<file path="src/rtl/fw_pkg.sv">
package fw_pkg;

   localparam int unsigned FW_MAX_ADDR_W = 64;

   typedef enum logic {
      FW_DIR_READ  = 1'b0,
      FW_DIR_WRITE = 1'b1
   } fw_dir_e;

   // Mask that keeps address bits at or above position lg.
   function automatic logic [FW_MAX_ADDR_W-1:0] fw_keep_mask(input int unsigned lg);
      logic [FW_MAX_ADDR_W-1:0] m;
      for (int unsigned i = 0; i < FW_MAX_ADDR_W; i++)
         m[i] = (i >= lg);
      return m;
   endfunction

endpackage

</file>
<file path="src/rtl/fw_region_table.sv">
module fw_region_table #(
   parameter int unsigned NUM_REGIONS = 8,
   parameter int unsigned ADDR_W      = 32,
   localparam int unsigned IDX_W      = (NUM_REGIONS > 1) ? $clog2(NUM_REGIONS) : 1,
   localparam int unsigned SZ_W       = $clog2(ADDR_W + 1)
) (
   input  logic                                clk,
   input  logic                                rst_n,
   input  logic                                cfg_we,
   input  logic                                cfg_nonsec,
   input  logic [IDX_W-1:0]                    cfg_idx,
   input  logic [ADDR_W-1:0]                   cfg_base,
   input  logic [SZ_W-1:0]                     cfg_size_log2,
   input  logic                                cfg_enable,
   input  logic                                cfg_secure_only,
   input  logic                                boot_lock,
   output logic [NUM_REGIONS-1:0][ADDR_W-1:0]  base_o,
   output logic [NUM_REGIONS-1:0][SZ_W-1:0]    size_o,
   output logic [NUM_REGIONS-1:0]              en_o,
   output logic [NUM_REGIONS-1:0]              sec_o
);

   logic locked_q;
   logic wr_ok;

   assign wr_ok = cfg_we && !cfg_nonsec && !locked_q && !boot_lock
                  && (int'(cfg_idx) < int'(NUM_REGIONS));

   always_ff @(posedge clk or negedge rst_n) begin
      if (!rst_n) locked_q <= 1'b0;
      else if (boot_lock) locked_q <= 1'b1;
   end

   for (genvar g = 0; g < NUM_REGIONS; g++) begin : g_entry
      always_ff @(posedge clk or negedge rst_n) begin
         if (!rst_n) begin
            base_o[g] <= '0;
            size_o[g] <= '0;
            en_o[g]   <= 1'b0;
            sec_o[g]  <= 1'b1;
         end else if (wr_ok && (int'(cfg_idx) == g)) begin
            base_o[g] <= cfg_base;
            size_o[g] <= cfg_size_log2;
            en_o[g]   <= cfg_enable;
            sec_o[g]  <= cfg_secure_only;
         end
      end
   end

   a_r10_lock_sticky: assert property (@(posedge clk) disable iff (!rst_n)
      locked_q |=> locked_q);

   a_r10_table_frozen: assert property (@(posedge clk) disable iff (!rst_n)
      locked_q |=> ($stable(base_o) && $stable(size_o) && $stable(en_o) && $stable(sec_o)));

   a_r9_nonsec_cfg_ignored: assert property (@(posedge clk) disable iff (!rst_n)
      (cfg_we && cfg_nonsec) |=> ($stable(base_o) && $stable(en_o) && $stable(sec_o)));

endmodule

</file>
<file path="src/rtl/fw_lookup.sv">
module fw_lookup
   import fw_pkg::*;
#(
   parameter int unsigned NUM_REGIONS = 8,
   parameter int unsigned ADDR_W      = 32,
   localparam int unsigned IDX_W      = (NUM_REGIONS > 1) ? $clog2(NUM_REGIONS) : 1,
   localparam int unsigned SZ_W       = $clog2(ADDR_W + 1)
) (
   input  logic                                clk,
   input  logic                                rst_n,
   input  logic [ADDR_W-1:0]                   addr_i,
   input  logic                                nonsec_i,
   input  logic [NUM_REGIONS-1:0][ADDR_W-1:0]  base_i,
   input  logic [NUM_REGIONS-1:0][SZ_W-1:0]    size_i,
   input  logic [NUM_REGIONS-1:0]              en_i,
   input  logic [NUM_REGIONS-1:0]              sec_i,
   output logic                                allow_o
);

   logic [NUM_REGIONS-1:0] match;
   logic                   hit;
   logic [IDX_W-1:0]       hit_idx;
   logic                   hit_sec;

   for (genvar g = 0; g < NUM_REGIONS; g++) begin : g_match
      logic [ADDR_W-1:0] keep;
      assign keep     = ADDR_W'(fw_keep_mask(int'(size_i[g])));
      assign match[g] = en_i[g] && (((addr_i ^ base_i[g]) & keep) == '0);
   end

   // Descending scan: the last assignment, the lowest index, wins.
   always_comb begin
      hit     = 1'b0;
      hit_idx = '0;
      hit_sec = 1'b1;
      for (int k = NUM_REGIONS - 1; k >= 0; k--) begin
         if (match[k]) begin
            hit     = 1'b1;
            hit_idx = IDX_W'(k);
            hit_sec = sec_i[k];
         end
      end
   end

   assign allow_o = !nonsec_i || (hit && !hit_sec);

   a_r8_hit_is_enabled: assert property (@(posedge clk) disable iff (!rst_n)
      hit |-> en_i[hit_idx]);

   a_r4_secure_allowed: assert property (@(posedge clk) disable iff (!rst_n)
      !nonsec_i |-> allow_o);

endmodule

</file>
<file path="src/rtl/fw_fault_log.sv">
module fw_fault_log
   import fw_pkg::*;
#(
   parameter int unsigned ADDR_W = 32
) (
   input  logic              clk,
   input  logic              rst_n,
   input  logic              rd_deny_i,
   input  logic [ADDR_W-1:0] rd_addr_i,
   input  logic              wr_deny_i,
   input  logic [ADDR_W-1:0] wr_addr_i,
   output logic              rd_err_o,
   output logic              wr_err_o,
   output logic              fault_valid_o,
   output logic [ADDR_W-1:0] fault_addr_o,
   output fw_dir_e           fault_dir_o
);

   always_ff @(posedge clk or negedge rst_n) begin
      if (!rst_n) begin
         rd_err_o      <= 1'b0;
         wr_err_o      <= 1'b0;
         fault_valid_o <= 1'b0;
         fault_addr_o  <= '0;
         fault_dir_o   <= FW_DIR_READ;
      end else begin
         rd_err_o <= rd_deny_i;
         wr_err_o <= wr_deny_i;
         if (!fault_valid_o && (rd_deny_i || wr_deny_i)) begin
            fault_valid_o <= 1'b1;
            fault_addr_o  <= rd_deny_i ? rd_addr_i : wr_addr_i;
            fault_dir_o   <= rd_deny_i ? FW_DIR_READ : FW_DIR_WRITE;
         end
      end
   end

   a_r11_fault_held: assert property (@(posedge clk) disable iff (!rst_n)
      fault_valid_o |=> (fault_valid_o && $stable(fault_addr_o) && $stable(fault_dir_o)));

endmodule

</file>
<file path="src/rtl/sec_region_firewall.sv">
module sec_region_firewall
   import fw_pkg::*;
#(
   parameter int unsigned NUM_REGIONS = 8,
   parameter int unsigned ADDR_W      = 32,
   parameter int unsigned DATA_W      = 32,
   localparam int unsigned IDX_W      = (NUM_REGIONS > 1) ? $clog2(NUM_REGIONS) : 1,
   localparam int unsigned SZ_W       = $clog2(ADDR_W + 1)
) (
   input  logic              clk,
   input  logic              rst_n,
   input  logic              cfg_we,
   input  logic              cfg_nonsec,
   input  logic [IDX_W-1:0]  cfg_idx,
   input  logic [ADDR_W-1:0] cfg_base,
   input  logic [SZ_W-1:0]   cfg_size_log2,
   input  logic              cfg_enable,
   input  logic              cfg_secure_only,
   input  logic              boot_lock,
   input  logic              rd_req_valid,
   input  logic [ADDR_W-1:0] rd_req_addr,
   input  logic              rd_req_nonsec,
   input  logic              wr_req_valid,
   input  logic [ADDR_W-1:0] wr_req_addr,
   input  logic [DATA_W-1:0] wr_req_data,
   input  logic              wr_req_nonsec,
   output logic              slv_rd_valid,
   output logic [ADDR_W-1:0] slv_rd_addr,
   output logic              slv_rd_nonsec,
   output logic              slv_wr_valid,
   output logic [ADDR_W-1:0] slv_wr_addr,
   output logic [DATA_W-1:0] slv_wr_data,
   output logic              slv_wr_nonsec,
   output logic              rd_err,
   output logic              wr_err,
   output logic              fault_valid,
   output logic [ADDR_W-1:0] fault_addr,
   output logic              fault_is_write
);

   if (NUM_REGIONS < 1 || NUM_REGIONS > 64) begin : g_bad_regions
      $error("sec_region_firewall: NUM_REGIONS must be 1..64");
   end
   if (ADDR_W < 8 || ADDR_W > FW_MAX_ADDR_W) begin : g_bad_addr
      $error("sec_region_firewall: ADDR_W must be 8..64");
   end
   if (DATA_W < 1) begin : g_bad_data
      $error("sec_region_firewall: DATA_W must be positive");
   end

   logic [NUM_REGIONS-1:0][ADDR_W-1:0] tbl_base;
   logic [NUM_REGIONS-1:0][SZ_W-1:0]   tbl_size;
   logic [NUM_REGIONS-1:0]             tbl_en;
   logic [NUM_REGIONS-1:0]             tbl_sec;
   logic                               rd_allow, wr_allow;
   fw_dir_e                            fault_dir;

   fw_region_table #(.NUM_REGIONS(NUM_REGIONS), .ADDR_W(ADDR_W)) u_table (
      .clk             (clk),
      .rst_n           (rst_n),
      .cfg_we          (cfg_we),
      .cfg_nonsec      (cfg_nonsec),
      .cfg_idx         (cfg_idx),
      .cfg_base        (cfg_base),
      .cfg_size_log2   (cfg_size_log2),
      .cfg_enable      (cfg_enable),
      .cfg_secure_only (cfg_secure_only),
      .boot_lock       (boot_lock),
      .base_o          (tbl_base),
      .size_o          (tbl_size),
      .en_o            (tbl_en),
      .sec_o           (tbl_sec)
   );

   fw_lookup #(.NUM_REGIONS(NUM_REGIONS), .ADDR_W(ADDR_W)) u_rd_lookup (
      .clk      (clk),
      .rst_n    (rst_n),
      .addr_i   (rd_req_addr),
      .nonsec_i (rd_req_nonsec),
      .base_i   (tbl_base),
      .size_i   (tbl_size),
      .en_i     (tbl_en),
      .sec_i    (tbl_sec),
      .allow_o  (rd_allow)
   );

   fw_lookup #(.NUM_REGIONS(NUM_REGIONS), .ADDR_W(ADDR_W)) u_wr_lookup (
      .clk      (clk),
      .rst_n    (rst_n),
      .addr_i   (wr_req_addr),
      .nonsec_i (wr_req_nonsec),
      .base_i   (tbl_base),
      .size_i   (tbl_size),
      .en_i     (tbl_en),
      .sec_i    (tbl_sec),
      .allow_o  (wr_allow)
   );

   fw_fault_log #(.ADDR_W(ADDR_W)) u_fault (
      .clk           (clk),
      .rst_n         (rst_n),
      .rd_deny_i     (rd_req_valid && !rd_allow),
      .rd_addr_i     (rd_req_addr),
      .wr_deny_i     (wr_req_valid && !wr_allow),
      .wr_addr_i     (wr_req_addr),
      .rd_err_o      (rd_err),
      .wr_err_o      (wr_err),
      .fault_valid_o (fault_valid),
      .fault_addr_o  (fault_addr),
      .fault_dir_o   (fault_dir)
   );

   assign slv_rd_valid   = rd_req_valid && rd_allow;
   assign slv_rd_addr    = rd_req_addr;
   assign slv_rd_nonsec  = rd_req_nonsec;
   assign slv_wr_valid   = wr_req_valid && wr_allow;
   assign slv_wr_addr    = wr_req_addr;
   assign slv_wr_data    = wr_req_data;
   assign slv_wr_nonsec  = wr_req_nonsec;
   assign fault_is_write = (fault_dir == FW_DIR_WRITE);

   a_r2_rd_err_only_after_block: assert property (@(posedge clk) disable iff (!rst_n)
      rd_err |-> ($past(rd_req_valid) && !$past(slv_rd_valid)));

   a_r2_wr_err_only_after_block: assert property (@(posedge clk) disable iff (!rst_n)
      wr_err |-> ($past(wr_req_valid) && !$past(slv_wr_valid)));

   a_r4_secure_read_forwarded: assert property (@(posedge clk) disable iff (!rst_n)
      (rd_req_valid && !rd_req_nonsec) |-> slv_rd_valid);

   a_r2_blocked_read_errors: assert property (@(posedge clk) disable iff (!rst_n)
      (rd_req_valid && !slv_rd_valid) |=> rd_err);

endmodule

</file>
<file path="config.mk">
export PLATFORM = sky130hd
export DESIGN_NAME = sec_region_firewall
export DESIGN_NICKNAME = d
export VERILOG_FILES = /design/src/rtl/fw_pkg.sv /design/src/rtl/fw_region_table.sv /design/src/rtl/fw_lookup.sv /design/src/rtl/fw_fault_log.sv /design/src/rtl/sec_region_firewall.sv
export SDC_FILE = /design/constraint.sdc
export NUM_CORES = 1
export LEC_CHECK = 0
export BUFFER_PORTS_ARGS = -buffer_cell sky130_fd_sc_hd__buf_2
export CORE_MARGIN = 5
export CORE_UTILIZATION = 58
export CTS_CLUSTER_SIZE = 14
export DETAILED_ROUTE_END_ITERATION = 10
export PLACE_DENSITY = 0.85
export REMOVE_ABC_BUFFERS = 1
export SYNTH_ARGS = -nofsm -noshare
export SYNTH_HDL_FRONTEND = slang
export SYNTH_SLANG_ARGS = --single-unit
</file>
<file path="constraint.sdc">
create_clock -name clk -period 8.5 [get_ports clk]
set_input_delay 1.7 -clock clk [delete_from_list [all_inputs] [get_ports clk]]
set_output_delay 1.7 -clock clk [all_outputs]
set_load 0.005 [all_outputs]
</file>
==> results of run 1 <==
==> layout by cell type (no fill, tap or decap), drive strengths merged, types with 9 or more instances in the layout <==
cell type  count
a2111oi       24
a21oi        121
and3          21
buf          267
a221oi         9
a211o         18
and2          13
nor3          79
clkbuf        59
nor4          26
nor2          43
a32oi         16
o21a          17
o221a         32
xor2         189
nand3b        38
dfrtp        349
inv           20
o2111ai       10
o31a          11
nand4         24
or3           15
xnor2        322
a311oi        21
nand2         51
nand3         25
mux2         311
o211ai        14
a211oi        60
or4           11
o22ai         11
or2           23
a21o          20
a31oi         18
a22oi         10
o21ai         90
==> cell families after synthesis <==
| kind of cell | Yosys count | synth area share |
|---|---|---|
| adder cells (fa/ha/maj) | 1 | 0.000400 |
| AO/OA/AOI/OAI | 569 | 0.163 |
| flip-flops | 357 | 0.358 |
| multiplexers | 312 | 0.141 |
| AND/OR/NAND/NOR | 390 | 0.0873 |
| XOR/XNOR | 511 | 0.179 |
| buffers and inverters | 350 | 0.0715 |
==> flip-flops by register name, indices dropped and copies added (netlist names) <==
signal / cells
u_table.sec_o: 8
u_table.locked_q: 1
u_table.size_o: 48
u_fault.rd_err_o: 1
u_fault.fault_valid_o: 1
u_fault.wr_err_o: 1
u_table.base_o: 256
u_fault.fault_dir_o: 1
u_table.en_o: 8
u_fault.fault_addr_o: 32
==> critical path, delay by kind of cell <==
family                    cells  cell delay (ns)
xor gates and xnor gates      1             0.17
buffers and inverters         2             0.47
AOI/OAI and AO/OA             4             1.96
and+or+nand+nor               4             1.04
==> how the worst max path moves through the flow <==
stage	slack, ns	end
detailed placement	1.71	slv_wr_valid
finish	1.45	slv_wr_valid
floorplan	2.54	u_table.base_o[32]$_DFFE_PN0P_
global route	1.37	slv_wr_valid
global placement	1.70	slv_wr_valid
CTS	1.69	slv_wr_valid
==> cell type report <==
class / count / area, µm² / share of cell area
diodes: 1 / 2.50 / 0.0000928
clock buffers: 59 / 1200 / 0.0447
clock inverters: 14 / 219 / 0.00812
inverters: 19 / 71.3 / 0.00264
multi-input cells: 1783 / 14300 / 0.531
flip-flops and latches: 357 / 8940 / 0.332
well taps: 585 / 732 / 0.0271
repair buffers: 267 / 1480 / 0.0548
==> cells in the mapped netlist (all sizes together), types with 5 or more instances <==
cell type,count
or3,15
o221a,32
buf,172
o211ai,14
a221oi,9
inv,18
a21oi,121
a22oi,10
a211oi,60
clkbuf,159
dfrtp,349
and3,21
nand4,24
a2bb2oi,5
or4,11
and2,13
nand3,25
mux2,311
a32oi,16
o2111ai,10
o21ai,90
a311oi,21
nor4,26
nor3b,7
a21o,20
o21a,17
a31oi,18
o31a,11
a211o,18
nand2,51
nand3b,38
nor2,43
or2,23
nor3,79
o22ai,11
and4,5
a31o,6
xor2,189
a2111oi,24
o32ai,7
xnor2,322
dfstp,8
==> through the flow <==
stage	std cells	setup slack [ns]	utilization
final	3085	1.45	0.629
after global routing	3085	1.37	0.629
after detailed placement	3011	1.71	0.596
after floorplan	2159	2.54	-
after global placement	3011	1.70	0.596
after CTS	3084	1.69	0.629
==> metal layers <==
metal	track usage	part of all wire
met5	0	0.00023
met4	0.291	0.081
met3	0.152	0.13
met2	0.694	0.42
met1	0.605	0.37
==> power by group <==
part | total (mW) | switching (mW) | internal [mW]
clock network | 1.94 | 0.804 | 1.14
registers | 1.82 | 0.0559 | 1.76
logic | 0.681 | 0.434 | 0.247
total | 4.44 | 1.29 | 3.15
==> reports/results.txt, run 1 <==
Setup violations remaining at the end of the flow were counted as 0. The all-layer global routing usage was 0.472; the synthesized area per cell was 10.0 µm². Summed over all instances, the cell type with the most area after synthesis is dfrtp_1.

The buffers inserted during post-CTS setup optimization was 0; the worst-case clock buffer depth was 3. The slew at the pin closest to its max-slew limit was 1.56 ns. Dividing the detail-routed wire length by the instance count gives 37.3 µm.

In the synthesized netlist the dominant register cell turns out to be dfrtp_1. STA puts the critical path data arrival time at 5.35 ns. CTS placed an instance of clkbuf_16 at the clock tree root.

Based on the critical path, the design can be clocked at up to 0.142 GHz. The synthesized netlist occupies a cell area of 25000 µm². For this design, the sink count on the clock tree is 357. Total wire length: 115000 µm.

The worst hold path begins at u_table.locked_q$_DFFE_PN0P_. The run finished, with violations left. The core region is 42900 µm². The count of buffers added on input and output ports is 219. The power density over the cells was 165 nW/µm²; the clock latency on the worst-skew pair was 0.60 ns. The final max-slew violation count was 5. The run gives 158 as the largest net degree at the start of global routing. By startpoint and endpoint, the worst setup path is classified as primary input to output port. The detail route stage leaves a number of antenna-violating nets equal to 0.

For this design, the CTS-stage hold fixing added 0 buffers. Measured along the y axis, the die boundary spans 218 µm. The number of I/O pins was 284; the total of flip-flops plus latches after synthesis was 357. The total congestion overflow was 0; the initial cell density of the core was 0.583. The biggest cell delay along the critical path is 1.14 ns, and the count of cells resized by post-cts repair is 0. The cell count of the worst hold path was 1.

The path category of the worst min-delay check is register to register. Subtracting the final worst setup slack from the clock period gives 7.05 ns. In the synthesized netlist, the number of instances is 2490.

The highest-delay cell along the critical path was a2111oi_0. The worst hold margin was 0.462 ns. From left edge to right edge, the die measures 218 µm. The final layout contains 2618 nets. The initial antenna violation count was 4. For the worst flop-to-flop path, the logic depth is 13. The via density per instance was 7.29. For this design the static power due to leakage is 12.0 nW. The source of the worst register-to-register timing path was u_table.size_o[33]$_DFFE_PN0P_. The max-slew headroom at the worst pin came out at -0.0477.

The share of the clock period used by the worst path was 0.829; the number of flops mapped to enable cells by yosys was 0. For the die outline area, the log shows 47300 µm². The area fraction of the dominant cell type after synthesis works out to 0.349.

For the worst setup path, the data required time is 6.80 ns. The routability congestion estimate from global placement was 1.11; the post-route clock skew was 0.0241 ns. In this run the number of H-tree levels came out at 2. The number of placement rows was 76; the overall power of the completed layout was 4.44 mW. The sink of the worst hold path is u_table.locked_q$_DFFE_PN0P_. The first global-routing pass estimated 160000 µm of wire. In this run the worst setup path begins at wr_req_addr[8]. The endpoint identified for the worst register-to-register timing path is u_fault.fault_addr_o[5]$_DFFE_PN0P_. Summed over all nets, the half-perimeter wirelength after detailed placement is 81300 µm.

The maximum vdd drop was 149 µV. For the portion of the post-synthesis area used by sequential elements, the log shows 0.358. The worst setup path is captured at an output port.

In the post-synthesis netlist, the biggest area contributors are dfrtp_1 35%, mux2_2 14%, xnor2_1 11%. After routing the design area is 27000 µm². The checks that failed: max-capacitance violations, max-slew violations. The via count of the first global-routing pass was 21467. The number of max-cap violations is 1, and the distinct cell type count of the synthesized netlist is 79.

After routing, the total negative slack on setup checks comes to 0 ns. Walking the worst path, the cells encountered are buf_2 -> xnor2_1 -> nor3_1 -> a2111oi_0 -> nand4b_1 -> nor3_1 -> or2_0 -> o211ai_1 -> a32oi_1 -> o21a_1 -> buf_2. TritonCTS built the clock tree. Overall via count from detail_route: 22481. For this block, the initial DRC count from the detailed router was 3706. The number of buffers inserted during clock tree synthesis came out at 42. The run gives 0 as the total count of hold-check failures in the final report. The tools report the total DRC errors in the routed layout as 0. The critical path launch point type was a primary input. Counting the fill cells in the layout gives 3545.

The clock input transition at the sequential cells of the worst setup and hold paths was 0.06 ns; the placed instance area was 25500 µm². The proportion of register bits with asynchronous set or reset after synthesis is 1.00. The share of post-route cells with drive strength above 1 was 0.269.

Register-to-register path setup slack: 2.47 ns. The count of yosys warnings during synthesis is 0, and the number of optimization iterations in the first detailed-route pass is 6. In this run the worst path has a maximum fanout of 10. The area growth from synthesis to layout is 7.91%. Setup repair after global routing left no endpoint under its margin.
Power figures use the tool's default switching activity.
==> inputs of run 2 (changes only) <==
- CORE_UTILIZATION: 58 -> 54
- PLACE_DENSITY: 0.85 -> 0.83
- clock period: 8.5 -> 6.35 ns (I/O delays scaled with it)
==> reports/results.txt, run 2 (synthesized netlist as in run 1, its figures left out) <==
Synthesis-to-finish area growth: 9.50%. The tools report the max-slew headroom at the worst pin as 0.241. In the layout the commonest cells are 349 x dfrtp_1, 322 x xnor2_1, 311 x mux2_2.

For the setup TNS after final layout, the log shows 0 ns. Input and output buffers added on the ports amount to 219. After clock tree synthesis, the clock-pin slew on the worst setup and hold paths is 0.06 ns. The static power due to leakage came out at 12.2 nW. For the net total in the final layout, the log shows 2659.

The register-to-register path setup slack is 1.22 ns, and the worst-case clock buffer depth is 3. The placed instance area is 25900 µm², and the y dimension of the die is 225 µm. The tools report the endpoint of the most critical setup path as slv_rd_valid.

Summed over all layers, the routed wires come to 115000 µm. IR analysis of the VDD net gives a maximum drop of 216 µV. The signal on the critical path passes through and2_1 -> a21oi_1 -> a2111oi_0 -> o2111ai_1 -> nor4_2 -> nor3_1 -> a211oi_2 -> nand2_1 -> nand2_1 -> o21a_1 -> buf_2. Number of max-cap violations: 0.

The via count of the first global-routing pass was 21975; the placed wire-length estimate was 84000 µm. The switching power as a share of total power was 0.285; the number of I/O pins was 284. For the overall power of the completed layout, the log shows 6.00 mW. Core occupancy in the finished layout: 0.601. The final route contains 22459 vias.

The largest individual stage delay along the critical path comes from the cell dfrtp_1. The area of the core was 45600 µm². The most common cell after layout, fill and taps aside is dfrtp_1. The power density over the cells was 219 nW/µm²; the all-layer global routing usage was 0.439.

In this design, the critical path's most frequently occurring cell is nand2_1. For this block, the initial DRC count from the detailed router was 2923. In this run the most critical hold path is launched from u_table.locked_q$_DFFE_PN0P_. The number of placement rows is 78. Setup repair after global routing left no endpoint under its margin.

At the later pin of the worst-skew pair, clock insertion delay measures 0.60 ns. In this run the power spent charging and discharging nets is 1.71 mW. The critical path starts at u_table.size_o[34]$_DFFE_PN0P_. The number of buffers inserted during clock tree synthesis is 41.

In the final layout, the registers with the most flip-flops are u_table.base_o (256), u_table.size_o (48), u_fault.fault_addr_o (32). In the final layout, the multi-input gates occupy 14300 µm². Setup violations remaining at the end of the flow were counted as 0.

CTS built an H-tree with a depth of 2. In this run the clock root is driven by a clkbuf_16. The number of clock sinks came out at 357.

The run gives 0.159 GHz as the maximum operating frequency. The flow ran to the end, and the final reports show no timing, DRC or antenna violations. The sequential group share of total power is 0.406. The tools report the critical path launch point type as a register. The floorplan step defined a die boundary enclosing 50700 µm².

The routability congestion estimate from global placement is 1.12, and the via density per instance is 7.15. The initial cell density of the core is 0.548. The x dimension of the die came out at 225 µm. The register area was 8940 µm²; the hold buffer count at CTS was 0. The total DRC errors in the routed layout was 0.

The tools report the portion of total power attributed to the clock network as 0.438. The run gives 6 as the number of optimization iterations in the first detailed-route pass. Summed over all layers, the global routing overflow is 0.

For the worst setup path, the data arrival time is 5.00 ns. The kind of capture point of the worst setup path was an output port. Internal power comes to 4.29 mW.

The min-delay analysis places its worst path in the category register to register. The critical path is of the register to output port type. The share of post-route cells with drive strength above 1 came out at 0.282. TritonCTS built the clock tree. For the total count of hold-check failures in the final report, the log shows 0. With fillers left out, the area of the finished cells amounts to 27400 µm². Entering global routing, the biggest net connects 141 pins. The wire length of the first global-routing pass was 161000 µm.

The routed length per placed instance is 36.5 µm. The residual antenna-violating net count after detailed routing was 0. The register bank with the most flops is u_table.base_o.

The share of the clock period used by the worst path is 0.988. The final max-slew violation count came out at 0. The initial antenna violation count was 5. The endpoint of the worst-slack reg-to-reg timing path was u_fault.fault_addr_o[25]$_DFFE_PN0P_.

Part of the power in combinational logic: 0.155. The source of the worst register-to-register timing path is u_table.size_o[34]$_DFFE_PN0P_. Biggest cell delay along the critical path: 0.93 ns. The required arrival time at the worst endpoint is 5.08 ns, and the count of fill cells added during filler insertion is 3895.

The number of cells in the design after placement was 3068. In this run the worst path has a maximum fanout of 20. The slew at the pin closest to its max-slew limit is 1.11 ns.

The post-route clock skew is 0.0348 ns, and the cell count of the worst reg-to-reg path is 11. Subtracting the final worst setup slack from the clock period gives 6.27 ns. The register with the most flip-flops in the layout has 256 of them. The finished layout holds 3142 standard cells, fillers aside.
[run 2: worst min-delay path by stage]
stage / endpoint / slack [ns] / cells after the start
after floorplan: u_table.locked_q$_DFFE_PN0P_ / 0.43 / 1
after global placement: u_table.locked_q$_DFFE_PN0P_ / 0.44 / 1
after detailed placement: u_table.locked_q$_DFFE_PN0P_ / 0.45 / 1
after CTS: u_table.locked_q$_DFFE_PN0P_ / 0.47 / 1
after global routing: u_table.locked_q$_DFFE_PN0P_ / 0.51 / 1
final: u_table.locked_q$_DFFE_PN0P_ / 0.47 / 1
[run 2: critical path, delay by kind of cell, from the launching register on]
| kind | cells | cell delay [ns] |
|---|---|---|
| compound gates | 5 | 1.87 |
| simple gates | 5 | 1.49 |
| flops | 1 | 0.93 |
| buf+inv | 1 | 0.11 |
[run 2: power by group through the flow]
| stage | clock [mW] | combinational (mW) | sequential, mW |
|---|---|---|---|
| floorplan | 0 | 0.357 | 2.47 |
| CTS | 2.62 | 0.905 | 2.43 |
| global route | 2.72 | 0.964 | 2.44 |
| finish | 2.63 | 0.932 | 2.44 |
| detailed placement | 0 | 0.899 | 2.47 |
| global placement | 0 | 0.894 | 2.47 |
[run 2: cell type report]
cell class / instances / share of cell area
diodes: 1 / 0.0000914
clock buffers: 58 / 0.0447
clock inverters: 15 / 0.00864
inverters: 19 / 0.00261
multi-input cells: 1783 / 0.524
flip-flops and latches: 357 / 0.327
well taps: 600 / 0.0274
repair buffers: 309 / 0.0660
[run 2: what timing repair did]
action | CTS | global route
resized for setup | 1 | 1
setup buffers | 0 | 0
hold endpoints to repair | 0 | 0
setup endpoints to repair | 1 | 1
[run 2: stage by stage]
stage	setup WS [ns]	hold WS, ns
floorplan	0.823	0.427
global placement	0.266	0.444
detailed placement	0.259	0.448
CTS	0.129	0.472
global route	0.110	0.506
finish	0.0777	0.472
[run 2: routing by layer]
metal | GRT usage | vias up | wire length (µm)
met5 | 0.0152 | - | 145
met2 | 0.662 | 1691 | 49800
li1 | - | 9010 | -
met3 | 0.121 | 440 | 13300
met1 | 0.559 | 11310 | 42300
met4 | 0.274 | 8 | 9200
